--- src/rtl/regctl_pkg.sv ---
package regctl_pkg;
    localparam int BYTE_W = 8;
    localparam int CNT_W  = $clog2(BYTE_W);
    localparam logic [BYTE_W-1:0] CTRL_KEEP = 8'hF3;
    localparam int CTRL_RST_BIT = 2;

    typedef enum logic [3:0] {
        ST_IDLE,
        ST_ADDR,
        ST_ACK_WADDR,
        ST_REG,
        ST_ACK_REG,
        ST_WDATA,
        ST_ACK_DATA,
        ST_ACK_RADDR,
        ST_RDATA,
        ST_MACK,
        ST_SKIP
    } tgt_state_t;
endpackage

--- src/rtl/regctl_i2c_sync.sv ---
module regctl_i2c_sync #(
    parameter int STAGES = 2
) (
    input  logic clk,
    input  logic rst_n,
    input  logic scl_i,
    input  logic sda_i,
    output logic sda_lvl,
    output logic scl_rise,
    output logic scl_fall,
    output logic start_det,
    output logic stop_det
);
    logic [STAGES-1:0] scl_sh, sda_sh;
    logic scl_d, sda_d, scl_lvl;

    always_ff @(posedge clk or negedge rst_n) begin
        if (!rst_n) begin
            scl_sh <= '1;
            sda_sh <= '1;
            scl_d  <= 1'b1;
            sda_d  <= 1'b1;
        end else begin
            scl_sh <= {scl_sh[STAGES-2:0], scl_i};
            sda_sh <= {sda_sh[STAGES-2:0], sda_i};
            scl_d  <= scl_sh[STAGES-1];
            sda_d  <= sda_sh[STAGES-1];
        end
    end

    assign scl_lvl   = scl_sh[STAGES-1];
    assign sda_lvl   = sda_sh[STAGES-1];
    assign scl_rise  = scl_lvl & ~scl_d;
    assign scl_fall  = ~scl_lvl & scl_d;
    assign start_det = scl_lvl & scl_d & sda_d & ~sda_lvl;
    assign stop_det  = scl_lvl & scl_d & ~sda_d & sda_lvl;
endmodule

--- src/rtl/regctl_i2c_fsm.sv ---
module regctl_i2c_fsm
    import regctl_pkg::*;
#(
    parameter logic [6:0] TARGET_ADDR = 7'h60
) (
    input  logic              clk,
    input  logic              rst_n,
    input  logic              sda_lvl,
    input  logic              scl_rise,
    input  logic              scl_fall,
    input  logic              start_det,
    input  logic              stop_det,
    input  logic [BYTE_W-1:0] rd_data,
    output logic              sda_oe,
    output logic              hs_mode,
    output logic              wr_en,
    output logic              rd_take,
    output logic [BYTE_W-1:0] wr_data,
    output logic [BYTE_W-1:0] reg_ptr
);
    tgt_state_t        state;
    logic [CNT_W-1:0]  cnt;
    logic [BYTE_W-1:0] sh;
    logic              got8;

    always_ff @(posedge clk or negedge rst_n) begin
        if (!rst_n) begin
            state   <= ST_IDLE;
            cnt     <= '0;
            sh      <= '0;
            got8    <= 1'b0;
            hs_mode <= 1'b0;
            reg_ptr <= '0;
        end else if (stop_det) begin
            state   <= ST_IDLE;
            got8    <= 1'b0;
            hs_mode <= 1'b0;
        end else if (start_det) begin
            state <= ST_ADDR;
            cnt   <= '0;
            got8  <= 1'b0;
        end else begin
            unique case (state)
                ST_ADDR, ST_REG, ST_WDATA: begin
                    if (scl_rise) begin
                        sh  <= {sh[BYTE_W-2:0], sda_lvl};
                        cnt <= cnt + 1'b1;
                        if (cnt == CNT_W'(BYTE_W-1)) got8 <= 1'b1;
                    end else if (scl_fall && got8) begin
                        got8 <= 1'b0;
                        cnt  <= '0;
                        if (state == ST_ADDR) begin
                            if (sh[7:3] == 5'b00001) begin
                                hs_mode <= 1'b1;
                                state   <= ST_SKIP;
                            end else if (sh[7:1] == TARGET_ADDR) begin
                                state <= sh[0] ? ST_ACK_RADDR : ST_ACK_WADDR;
                            end else begin
                                state <= ST_SKIP;
                            end
                        end else if (state == ST_REG) begin
                            reg_ptr <= sh;
                            state   <= ST_ACK_REG;
                        end else begin
                            state <= ST_ACK_DATA;
                        end
                    end
                end
                ST_ACK_WADDR: if (scl_fall) state <= ST_REG;
                ST_ACK_REG:   if (scl_fall) state <= ST_WDATA;
                ST_ACK_DATA:  if (scl_fall) state <= ST_SKIP;
                ST_ACK_RADDR: begin
                    if (scl_fall) begin
                        sh    <= rd_data;
                        cnt   <= '0;
                        state <= ST_RDATA;
                    end
                end
                ST_RDATA: begin
                    if (scl_fall) begin
                        if (cnt == CNT_W'(BYTE_W-1)) begin
                            state <= ST_MACK;
                        end else begin
                            sh  <= {sh[BYTE_W-2:0], 1'b0};
                            cnt <= cnt + 1'b1;
                        end
                    end
                end
                ST_MACK: if (scl_fall) state <= ST_SKIP;
                ST_IDLE, ST_SKIP: ;
                default: state <= ST_IDLE;
            endcase
        end
    end

    always_comb begin
        sda_oe  = 1'b0;
        wr_en   = 1'b0;
        rd_take = 1'b0;
        wr_data = sh;
        unique case (state)
            ST_ACK_WADDR, ST_ACK_RADDR, ST_ACK_REG, ST_ACK_DATA: sda_oe = 1'b1;
            ST_RDATA: sda_oe = ~sh[BYTE_W-1];
            default: sda_oe = 1'b0;
        endcase
        if (state == ST_WDATA && scl_fall && got8 && !start_det && !stop_det)
            wr_en = 1'b1;
        if (state == ST_ACK_RADDR && scl_fall && !start_det && !stop_det)
            rd_take = 1'b1;
    end
endmodule

--- src/rtl/regctl_regs.sv ---
module regctl_regs
    import regctl_pkg::*;
#(
    parameter logic [BYTE_W-1:0] DEF_R0 = 8'hD4,
    parameter logic [BYTE_W-1:0] DEF_R1 = 8'hCD,
    parameter logic [BYTE_W-1:0] DEF_R2 = 8'h80,
    parameter logic [BYTE_W-1:0] ID_R3  = 8'h85,
    parameter logic [BYTE_W-1:0] ID_R4  = 8'h00
) (
    input  logic              clk,
    input  logic              rst_n,
    input  logic              wr_en,
    input  logic              rd_take,
    input  logic [BYTE_W-1:0] wr_data,
    input  logic [BYTE_W-1:0] reg_ptr,
    input  logic [6:0]        stat_i,
    output logic [BYTE_W-1:0] rd_data,
    output logic [BYTE_W-1:0] r0,
    output logic [BYTE_W-1:0] r1,
    output logic [BYTE_W-1:0] r2
);
    localparam logic [BYTE_W-1:0] DEF_R2_M = DEF_R2 & CTRL_KEEP;
    logic rst_flag;

    always_ff @(posedge clk or negedge rst_n) begin
        if (!rst_n) begin
            r0       <= DEF_R0;
            r1       <= DEF_R1;
            r2       <= DEF_R2_M;
            rst_flag <= 1'b0;
        end else if (wr_en) begin
            case (reg_ptr)
                8'd0: r0 <= wr_data;
                8'd1: r1 <= wr_data;
                8'd2: begin
                    if (wr_data[CTRL_RST_BIT]) begin
                        r0       <= DEF_R0;
                        r1       <= DEF_R1;
                        r2       <= DEF_R2_M;
                        rst_flag <= 1'b1;
                    end else begin
                        r2 <= wr_data & CTRL_KEEP;
                    end
                end
                default: ;
            endcase
        end else if (rd_take && reg_ptr == 8'd5) begin
            rst_flag <= 1'b0;
        end
    end

    always_comb begin
        case (reg_ptr)
            8'd0:    rd_data = r0;
            8'd1:    rd_data = r1;
            8'd2:    rd_data = r2;
            8'd3:    rd_data = ID_R3;
            8'd4:    rd_data = ID_R4;
            8'd5:    rd_data = {stat_i[6:2], rst_flag, stat_i[1:0]};
            default: rd_data = '0;
        endcase
    end
endmodule

--- src/rtl/regctl_i2c_target.sv ---
module regctl_i2c_target
    import regctl_pkg::*;
#(
    parameter logic [6:0]        TARGET_ADDR = 7'h60,
    parameter int                SYNC_STAGES = 2,
    parameter logic [BYTE_W-1:0] DEF_R0      = 8'hD4,
    parameter logic [BYTE_W-1:0] DEF_R1      = 8'hCD,
    parameter logic [BYTE_W-1:0] DEF_R2      = 8'h80,
    parameter logic [BYTE_W-1:0] ID_R3       = 8'h85,
    parameter logic [BYTE_W-1:0] ID_R4       = 8'h00
) (
    input  logic              clk,
    input  logic              rst_n,
    input  logic              scl_i,
    input  logic              sda_i,
    input  logic [6:0]        stat_i,
    output logic              sda_oe_o,
    output logic              hs_mode_o,
    output logic [BYTE_W-1:0] vsel0_o,
    output logic [BYTE_W-1:0] vsel1_o,
    output logic [BYTE_W-1:0] ctrl_o
);
    logic sda_lvl, scl_rise, scl_fall, start_det, stop_det;
    logic wr_en, rd_take;
    logic [BYTE_W-1:0] wr_data, reg_ptr, rd_data;

    regctl_i2c_sync #(.STAGES(SYNC_STAGES)) u_sync (
        .clk(clk), .rst_n(rst_n), .scl_i(scl_i), .sda_i(sda_i),
        .sda_lvl(sda_lvl), .scl_rise(scl_rise), .scl_fall(scl_fall),
        .start_det(start_det), .stop_det(stop_det)
    );

    regctl_i2c_fsm #(.TARGET_ADDR(TARGET_ADDR)) u_fsm (
        .clk(clk), .rst_n(rst_n), .sda_lvl(sda_lvl),
        .scl_rise(scl_rise), .scl_fall(scl_fall),
        .start_det(start_det), .stop_det(stop_det),
        .rd_data(rd_data), .sda_oe(sda_oe_o), .hs_mode(hs_mode_o),
        .wr_en(wr_en), .rd_take(rd_take), .wr_data(wr_data), .reg_ptr(reg_ptr)
    );

    regctl_regs #(
        .DEF_R0(DEF_R0), .DEF_R1(DEF_R1), .DEF_R2(DEF_R2),
        .ID_R3(ID_R3), .ID_R4(ID_R4)
    ) u_regs (
        .clk(clk), .rst_n(rst_n), .wr_en(wr_en), .rd_take(rd_take),
        .wr_data(wr_data), .reg_ptr(reg_ptr), .stat_i(stat_i),
        .rd_data(rd_data), .r0(vsel0_o), .r1(vsel1_o), .r2(ctrl_o)
    );
endmodule

--- config.mk ---
export PLATFORM = sky130hd
export DESIGN_NAME = regctl_i2c_target
export DESIGN_NICKNAME = d
export VERILOG_FILES = /design/src/rtl/regctl_pkg.sv /design/src/rtl/regctl_i2c_sync.sv /design/src/rtl/regctl_i2c_fsm.sv /design/src/rtl/regctl_regs.sv /design/src/rtl/regctl_i2c_target.sv
export SDC_FILE = /design/constraint.sdc
export NUM_CORES = 1
export LEC_CHECK = 0
export ABC_AREA = 1
export BUFFER_PORTS_ARGS = -buffer_cell sky130_fd_sc_hd__buf_4
export CAP_MARGIN = 20
export CORE_ASPECT_RATIO = 0.6
export CORE_MARGIN = 1
export CORE_UTILIZATION = 25
export DETAILED_ROUTE_END_ITERATION = 10
export GPL_TIMING_DRIVEN = 0
export PLACE_DENSITY = 0.46
export SKIP_LAST_GASP = 1
export SYNTH_ARGS = -nofsm -noshare
export SYNTH_HDL_FRONTEND = slang
export SYNTH_SLANG_ARGS = --single-unit
export TNS_END_PERCENT = 30
--- constraint.sdc ---
create_clock -name clk -period 4.42 [get_ports clk]
set_input_delay 0.663 -clock clk [delete_from_list [all_inputs] [get_ports clk]]
set_output_delay 0.663 -clock clk [all_outputs]
set_load 0.1 [all_outputs]
==> results of run 1 <==
==> power by group through the flow <==
stage                     Sequential, uW  Clock, uW  Combinational [uW]
after CTS                            607        431                 354
after global routing                 617        448                 393
after floorplan                      595          0                 252
after detailed placement             616          0                 352
final                                607        413                 353
after global placement               614          0                 351
==> synth_stat cells, drive strengths merged <==
cell type,instances
nand2,117
nor2,64
dfrtp,38
o21ai,38
inv,34
nand3,30
dfstp,16
nor3,12
a21oi,11
nand4,7
buf,5
a31oi,4
o31ai,3
ha,2
clkbuf,1
clkinv,1
conb,1
mux2,1
nand3b,1
nor3b,1
o21a,1
o21bai,1
==> metal layers <==
layer	global-route usage (%)	vias up	part of all wire (%)	wire length, um
li1	-	1358	-	-
met1	23.4	1305	58	5220
met2	19.2	62	35	3140
met3	4.02	7	5.7	515
met4	4.55	0	0.93	83
met5	0	-	0	0
==> stage by stage <==
stage          worst slack [ns]  util, %  hold WS, ns
6_report                   1.98     30.8        0.359
5_1_grt                    1.84     30.8        0.367
4_1_cts                    1.93     30.8        0.360
3_5_place_dp               2.26     29.6        0.348
3_3_place_gp               2.27     29.6        0.346
2_1_floorplan             0.849        -        0.345
==> worst max-delay path by stage <==
stage / to / slack, ns / cells after the start
3_3_place_gp: sda_oe_o / 2.27 / 6
2_1_floorplan: sda_oe_o / 0.85 / 5
6_report: sda_oe_o / 1.98 / 6
4_1_cts: sda_oe_o / 1.93 / 6
5_1_grt: sda_oe_o / 1.84 / 6
3_5_place_dp: sda_oe_o / 2.26 / 6
==> cells by family (layout without fill, tap and decap cells) <==
family	Yosys count	in the layout	share of synthesized area, %
other cells	1	2	0.120
mux	1	1	0.361
compound gates	58	58	11.0
fa+ha+maj	2	2	0.803
buf+inv	41	83	5.74
flops	54	54	44.0
simple gates	232	232	38.0
==> area by class of cell <==
class,instances,area [um2],area share [%]
timing repair buffer,34,255,6.84
clock buffer,5,125,3.35
buffer,6,46.3,1.24
tap,165,206,5.53
multi-input combinational,295,1570,42.1
sequential,54,1370,36.8
inverter,35,133,3.55
clock inverter,3,25.0,0.671
==> flip-flops by register name, indices dropped and copies added, names as in the netlist, 2 cells and up <==
register       count
u_sync.scl_sh      2
u_fsm.cnt          3
u_regs.r2          6
u_regs.r0          8
u_regs.r1          8
u_fsm.wr_data      8
u_sync.sda_sh      2
u_fsm.reg_ptr      8
u_fsm.state        4
==> key figures, run 1 <==
Setup path
  • Crit end category: output pin
  • Worst Path Buf+Inv: 3
  • Critical path arrival: 1.78 ns
  • Worst Setup SP: u_fsm.state[0]$_DFFE_PN0P_
  • CP top delay family: buffers and inverters
  • Critical-path top delay cell: dfrtp_1
  • CP Max Fanout: 5
  • Slowest stage delay, CP: 0.44 ns
  • Worst R2R Setup Slack: 2.62 ns
  • CP required: approximately 3.8 ns
  • Reg2reg end: u_fsm.wr_data[7]$_DFFE_PN0P_
  • Worst setup SP type: register
  • Critical path class: reg -> out
  • RR Startpoint: u_fsm.reg_ptr[7]$_DFFE_PN0P_
  • Worst reg2reg path depth: 9
  • Critical-path cell list: inv_2 > nand2_2 > nor2_4 > inv_1 > o21ai_0 > buf_4

Clocking
  • Post-CTS setup buffer count: 0
  • TritonCTS buffer count: 5
  • CTS max path bufs: 2
  • TritonCTS clock tree: done
  • Clock slew at reported path FFs: 0.08 ns
  • Hold buffer count at CTS: 0
  • Post-CTS Resized: 0
  • Clock Sinks: 54
  • H-tree depth: 2
  • CTS Root Cell: clkbuf_16
  • Latest clock arrival within the worst-skew pair: 0.31 ns

Layout
  • Leading cell types in the layout, fill and taps excluded: nand2_1, nor2_1, dfrtp_1, buf_4, inv_1
  • Final instance area: 3730 um2
  • # diodes: 0
  • Layout cells sized above 1: 27.3%
  • Most common cell after layout, fill and taps aside: nand2_1
  • Fillers: roughly 1300
  • Fin cells: 597
  • Final net count: 444
  • Syn-to-layout area delta: 19.8%

Floorplanning
  • IO Pins: 37
  • Chip Height: between 80 and 90 um
  • Area of the core: 12100 um2
  • Die Width: 146 um
  • Starting density of the core: between 20% and 30%
  • Row count: 31
  • Die area: 12900 um2

Timing
  • RSZ-0062 raised after global routing: false
  • Max Fclk: between 400 and 500 MHz
  • Final Cycle Share: 55.3%
  • Final setup TNS: 0 ns
  • Final Skew: 0.00874 ns
  • Least-Margin Pin Slew: 0.722 ns
  • Slew margin rel.: 51.9%
  • Slew Viols, Final: 0
  • Min Clock Period, post-route: 2.44 ns
  • Final setup fails: 0
  • Hold Vio Cnt, Final: 0

Logic synthesis
  • Register bit total from synthesis: 54
  • Top cells by area, synth: dfrtp_1, dfstp_2, nand2_1
  • Mapped Area: between 3000 and 4000 um2
  • Cells after Synth: roughly 390
  • Syn avg cell area: around 8 um2
  • Cell taking the most area after synthesis: dfrtp_1
  • Top cell type's share of synthesized area: 30.5%
  • Register area share after synthesis: approximately 44%
  • Post-synthesis cell type count: 38
  • YS warnings: 0

Pwr
  • Switch Pwr: 516 uW
  • Internal cell power: roughly 860 uW
  • Clock share of power: 30.1%
  • P per Cell Area: 368 nW/um2
  • Switching Fraction: 37.6%
  • Gate power share: between 20% and 30%
  • Worst VDD drop: 0.165 mV
  • Sequential group share of total power: between 40% and 50%
  • Design Power: 1370 uW
  • Leak: 0.00175 uW

Detailed routing
  • Post-route DRC: 2
  • First drt pass iteration count: 7
  • Via count: 2732
  • Post-Route WL: 8960 um
  • Vias/cell: around 4.6
  • Initial DRC Count: 212
  • Wire per inst: 15.0 um
  • Routed Antenna Nets: 0

Outcome
  • Status: complete, but fails checks
  • Failing checks: design-rule violations

Placement
  • I/O Buffers: 34
  • HPWL Detailed: 6950 um
  • Placed instance count: 589
  • RePlAce Congestion: about 0.88
  • Placed Area: 3580 um2

Global route
  • Initial antenna violation count: 0
  • Largest net degree at the start of global routing: 55
  • First-pass GRT wire length: 14500 um
  • GRT overflow: 0
  • Vias in the first global route: 2610
  • Gr usage total: between 10% and 20%

Hold path
  • Hold path cells: 0
  • HP Start: u_sync.sda_sh[0]$_DFF_PN1_
  • Hold EP: u_sync.sda_sh[1]$_DFF_PN1_
  • HP Class: reg -> reg

Flow run
  • Max-cap violations: 0
Power figures use the tool's default switching activity.
==> run 2, diff against run 1 <==
--- a/config.mk
+++ b/config.mk
@@ -13,7 +13,7 @@
 export CORE_UTILIZATION = 25
 export DETAILED_ROUTE_END_ITERATION = 10
 export GPL_TIMING_DRIVEN = 0
-export PLACE_DENSITY = 0.46
+export PLACE_DENSITY = 0.47
 export SKIP_LAST_GASP = 1
 export SYNTH_ARGS = -nofsm -noshare
 export SYNTH_HDL_FRONTEND = slang
==> constraint.sdc (replaced) <==
create_clock -name clk -period 2.2 [get_ports clk]
set_input_delay 0.33 -clock clk [delete_from_list [all_inputs] [get_ports clk]]
set_output_delay 0.33 -clock clk [all_outputs]
set_load 0.1 [all_outputs]
==> run 2 against run 1 <==
The run now ends clean. Count of clock-buffer cells in the layout increased by 1. Critical path depth unchanged. Register-to-register slack got worse by 2.2 ns. First-iteration DRC count shrank 1.4%. Non-clock buffer count is the same. Final cell count did not move. Sequential share of layout area decreased by 0.34 points.
==> key figures, run 2 (synthesis results as in run 1) <==
Outcome
  • Status: finished, final reports clean

Detailed routing
  • Routed Antenna Nets: 0 (unchanged)
  • Initial DRC Count: 209 (-1.4%)
  • Vias/cell: 4.63 (+1.2%)
  • Wire per inst: 14.9 um (-0.68%)
  • Post-Route WL: 8900 um (-0.68%)
  • Post-route DRC: 0 (-2)
  • Via count: 2765 (+1.2%)
  • First drt pass iteration count: 5 (-2)

Timing
  • Setup WS post-layout: 0.174 ns (-1.80 ns)
  • Worst hold slack: 0.0623 ns (-0.296 ns)
  • Slew Viols, Final: 0 (unchanged)
  • Final setup TNS: 0 ns (unchanged)
  • Max Fclk: 494 MHz
  • Hold Vio Cnt, Final: 0 (unchanged)
  • Final Cycle Share: 92.1%
  • Min Clock Period, post-route: 2.03 ns
  • Least-Margin Pin Slew: 0.717 ns (-0.00494 ns)
  • Final Skew: 0.00305 ns (-0.00569 ns)
  • Final setup fails: 0 (unchanged)
  • Slew margin rel.: 52.2% (+0.33 points)
  • RSZ-0062 raised after global routing: false

Clocking
  • H-tree depth: 2 (unchanged)
  • Clock slew at reported path FFs: 0.07 ns (about the same)
  • Hold buffer count at CTS: 0 (unchanged)
  • CTS Root Cell: clkbuf_16
  • CTS max path bufs: 2 (unchanged)
  • Latest clock arrival within the worst-skew pair: 0.30 ns (about the same)
  • Post-CTS setup buffer count: 0 (unchanged)
  • Clock Sinks: 54 (unchanged)
  • Post-CTS Resized: 0 (unchanged)
  • TritonCTS clock tree: done
  • TritonCTS buffer count: 5 (unchanged)

Global route
  • Initial antenna violation count: 0 (unchanged)
  • First-pass GRT wire length: 14600 um (+0.66%)
  • Vias in the first global route: 2612 (+0.077%)
  • Largest net degree at the start of global routing: 55 (unchanged)
  • Gr usage total: 14.9% (-0.086 points)
  • GRT overflow: 0 (unchanged)

Pwr
  • Switch Pwr: 1040 uW (+100%)
  • Clock share of power: 33.4% (+3.3 points)
  • P per Cell Area: 771 nW/um2 (+110%)
  • Worst VDD drop: 0.361 mV (+120%)
  • Leak: 0.00177 uW (+1.1%)
  • Sequential group share of total power: 42.2% (-2.0 points)
  • Internal cell power: 1870 uW (+120%)
  • Gate power share: 24.4% (-1.3 points)
  • Switching Fraction: 35.7% (-1.9 points)

Floorplanning
  • Starting density of the core: 25.7% (unchanged)
  • Area of the core: 12100 um2 (unchanged)
  • Die area: 12900 um2 (unchanged)
  • Chip Height: 88.5 um (unchanged)
  • IO Pins: 37 (unchanged)
  • Row count: 31 (unchanged)
  • Die Width: 146 um (unchanged)

Hold path
  • HP Class: in -> async

Layout
  • Final net count: 444 (unchanged)
  • Leading cell types in the layout, fill and taps excluded: nand2_1, nor2_1, dfrtp_1, buf_4, inv_1
  • Layout cells sized above 1: 27.5% (+0.23 points)
  • Most common cell after layout, fill and taps aside: nand2_1
  • Syn-to-layout area delta: 20.9%
  • # diodes: 0 (unchanged)

Setup path
  • RR Startpoint: u_sync.scl_d$_DFF_PN1_
  • Worst reg2reg path depth: 8 (-1)
  • Critical path class: reg -> out
  • Reg2reg end: u_regs.r0[0]$_DFFE_PN0P_
  • Worst setup SP type: register
  • CP Max Fanout: 4 (-1)
  • CP required: 1.87 ns (-1.89 ns)
  • Critical path arrival: 1.70 ns (-0.08 ns)
  • Crit end category: output pin
  • Worst R2R Setup Slack: 0.39 ns (-2.23 ns)

Placement
  • I/O Buffers: 34 (unchanged)
  • RePlAce Congestion: 0.844 (-4.3%)
  • HPWL Detailed: 6840 um (-1.5%)
  • Pre-CTS setup slack: 0.412 ns (-1.85 ns)

Flow run
  • Max-cap violations: 0 (unchanged)
[run 2: cell count changes in the layout (fill, tap and decap cells not counted)]
cell / before / now
o21ai_0: 19 / 18
clkinv_4: 1 / 0
bufinv_16: 0 / 1
buf_4: 36 / 35
clkinvlp_4: 1 / 0
clkbuf_8: 0 / 1
buf_6: 2 / 3
o21ai_2: 7 / 8
[run 2: power by group through the flow]
stage	Sequential [uW]	Combinational, uW	Clock, uW
finish	1220	709	969
floorplan	1200	506	0
global route	1240	795	1040
global placement	1230	707	0
CTS	1220	707	999
detailed placement	1240	704	0
[run 2: metal layers]
| layer | wire [um] | track usage (%) | up-vias |
|---|---|---|---|
| met3 | 579 | 3.56 | 5 |
| met1 | 5180 | 24.4 | 1332 |
| met4 | 47 | 2.37 | 0 |
| met5 | 0 | 0 | - |
| met2 | 3090 | 18.8 | 82 |
| li1 | - | - | 1346 |
[run 2: per-stage QoR]
step | util [%] | power, uW | cell area, um2 | std cells
after floorplan | - | 1700 | 3120 | 390
after global placement | 29.6 | 1940 | 3580 | 589
after detailed placement | 29.6 | 1940 | 3580 | 589
after CTS | 31.1 | 2930 | 3760 | 597
after global routing | 31.1 | 3080 | 3770 | 597
final | 31.1 | 2900 | 3770 | 597
[run 2: how the worst max path moves through the flow]
stage                     slack [ns]                  startpoint  cells past startpoint                  endpoint
after floorplan                 0.25  u_fsm.state[1]$_DFFE_PN0P_                      5                  sda_oe_o
after global placement          0.42      u_sync.scl_d$_DFF_PN1_                      8  u_regs.r0[0]$_DFFE_PN0P_
after detailed placement        0.41      u_sync.scl_d$_DFF_PN1_                      8  u_regs.r0[3]$_DFFE_PN0P_
after CTS                       0.14  u_fsm.state[3]$_DFFE_PN0P_                      6                  sda_oe_o
after global routing            0.01  u_fsm.state[3]$_DFFE_PN0P_                      6                  sda_oe_o
final                           0.17  u_fsm.state[3]$_DFFE_PN0P_                      6                  sda_oe_o
[run 2: layout make-up]
class                      instances  area, um2
clock buffer                       6        139
timing repair buffer              34        259
sequential                        54       1370
inverter                          35        133
fill                            1305       8340
multi-input combinational        295       1570
clock inverter                     2       38.8
tap                              165        206
buffer                             6       46.3
[run 2: worst max-delay path: stages (launching register included)]
cell and delay, ns:
dfrtp_1 0.44, nor2_1 0.23, inv_1 0.13, nor2_1 0.18, nor2_1 0.10, o21ai_2 0.08
buf_6 0.24
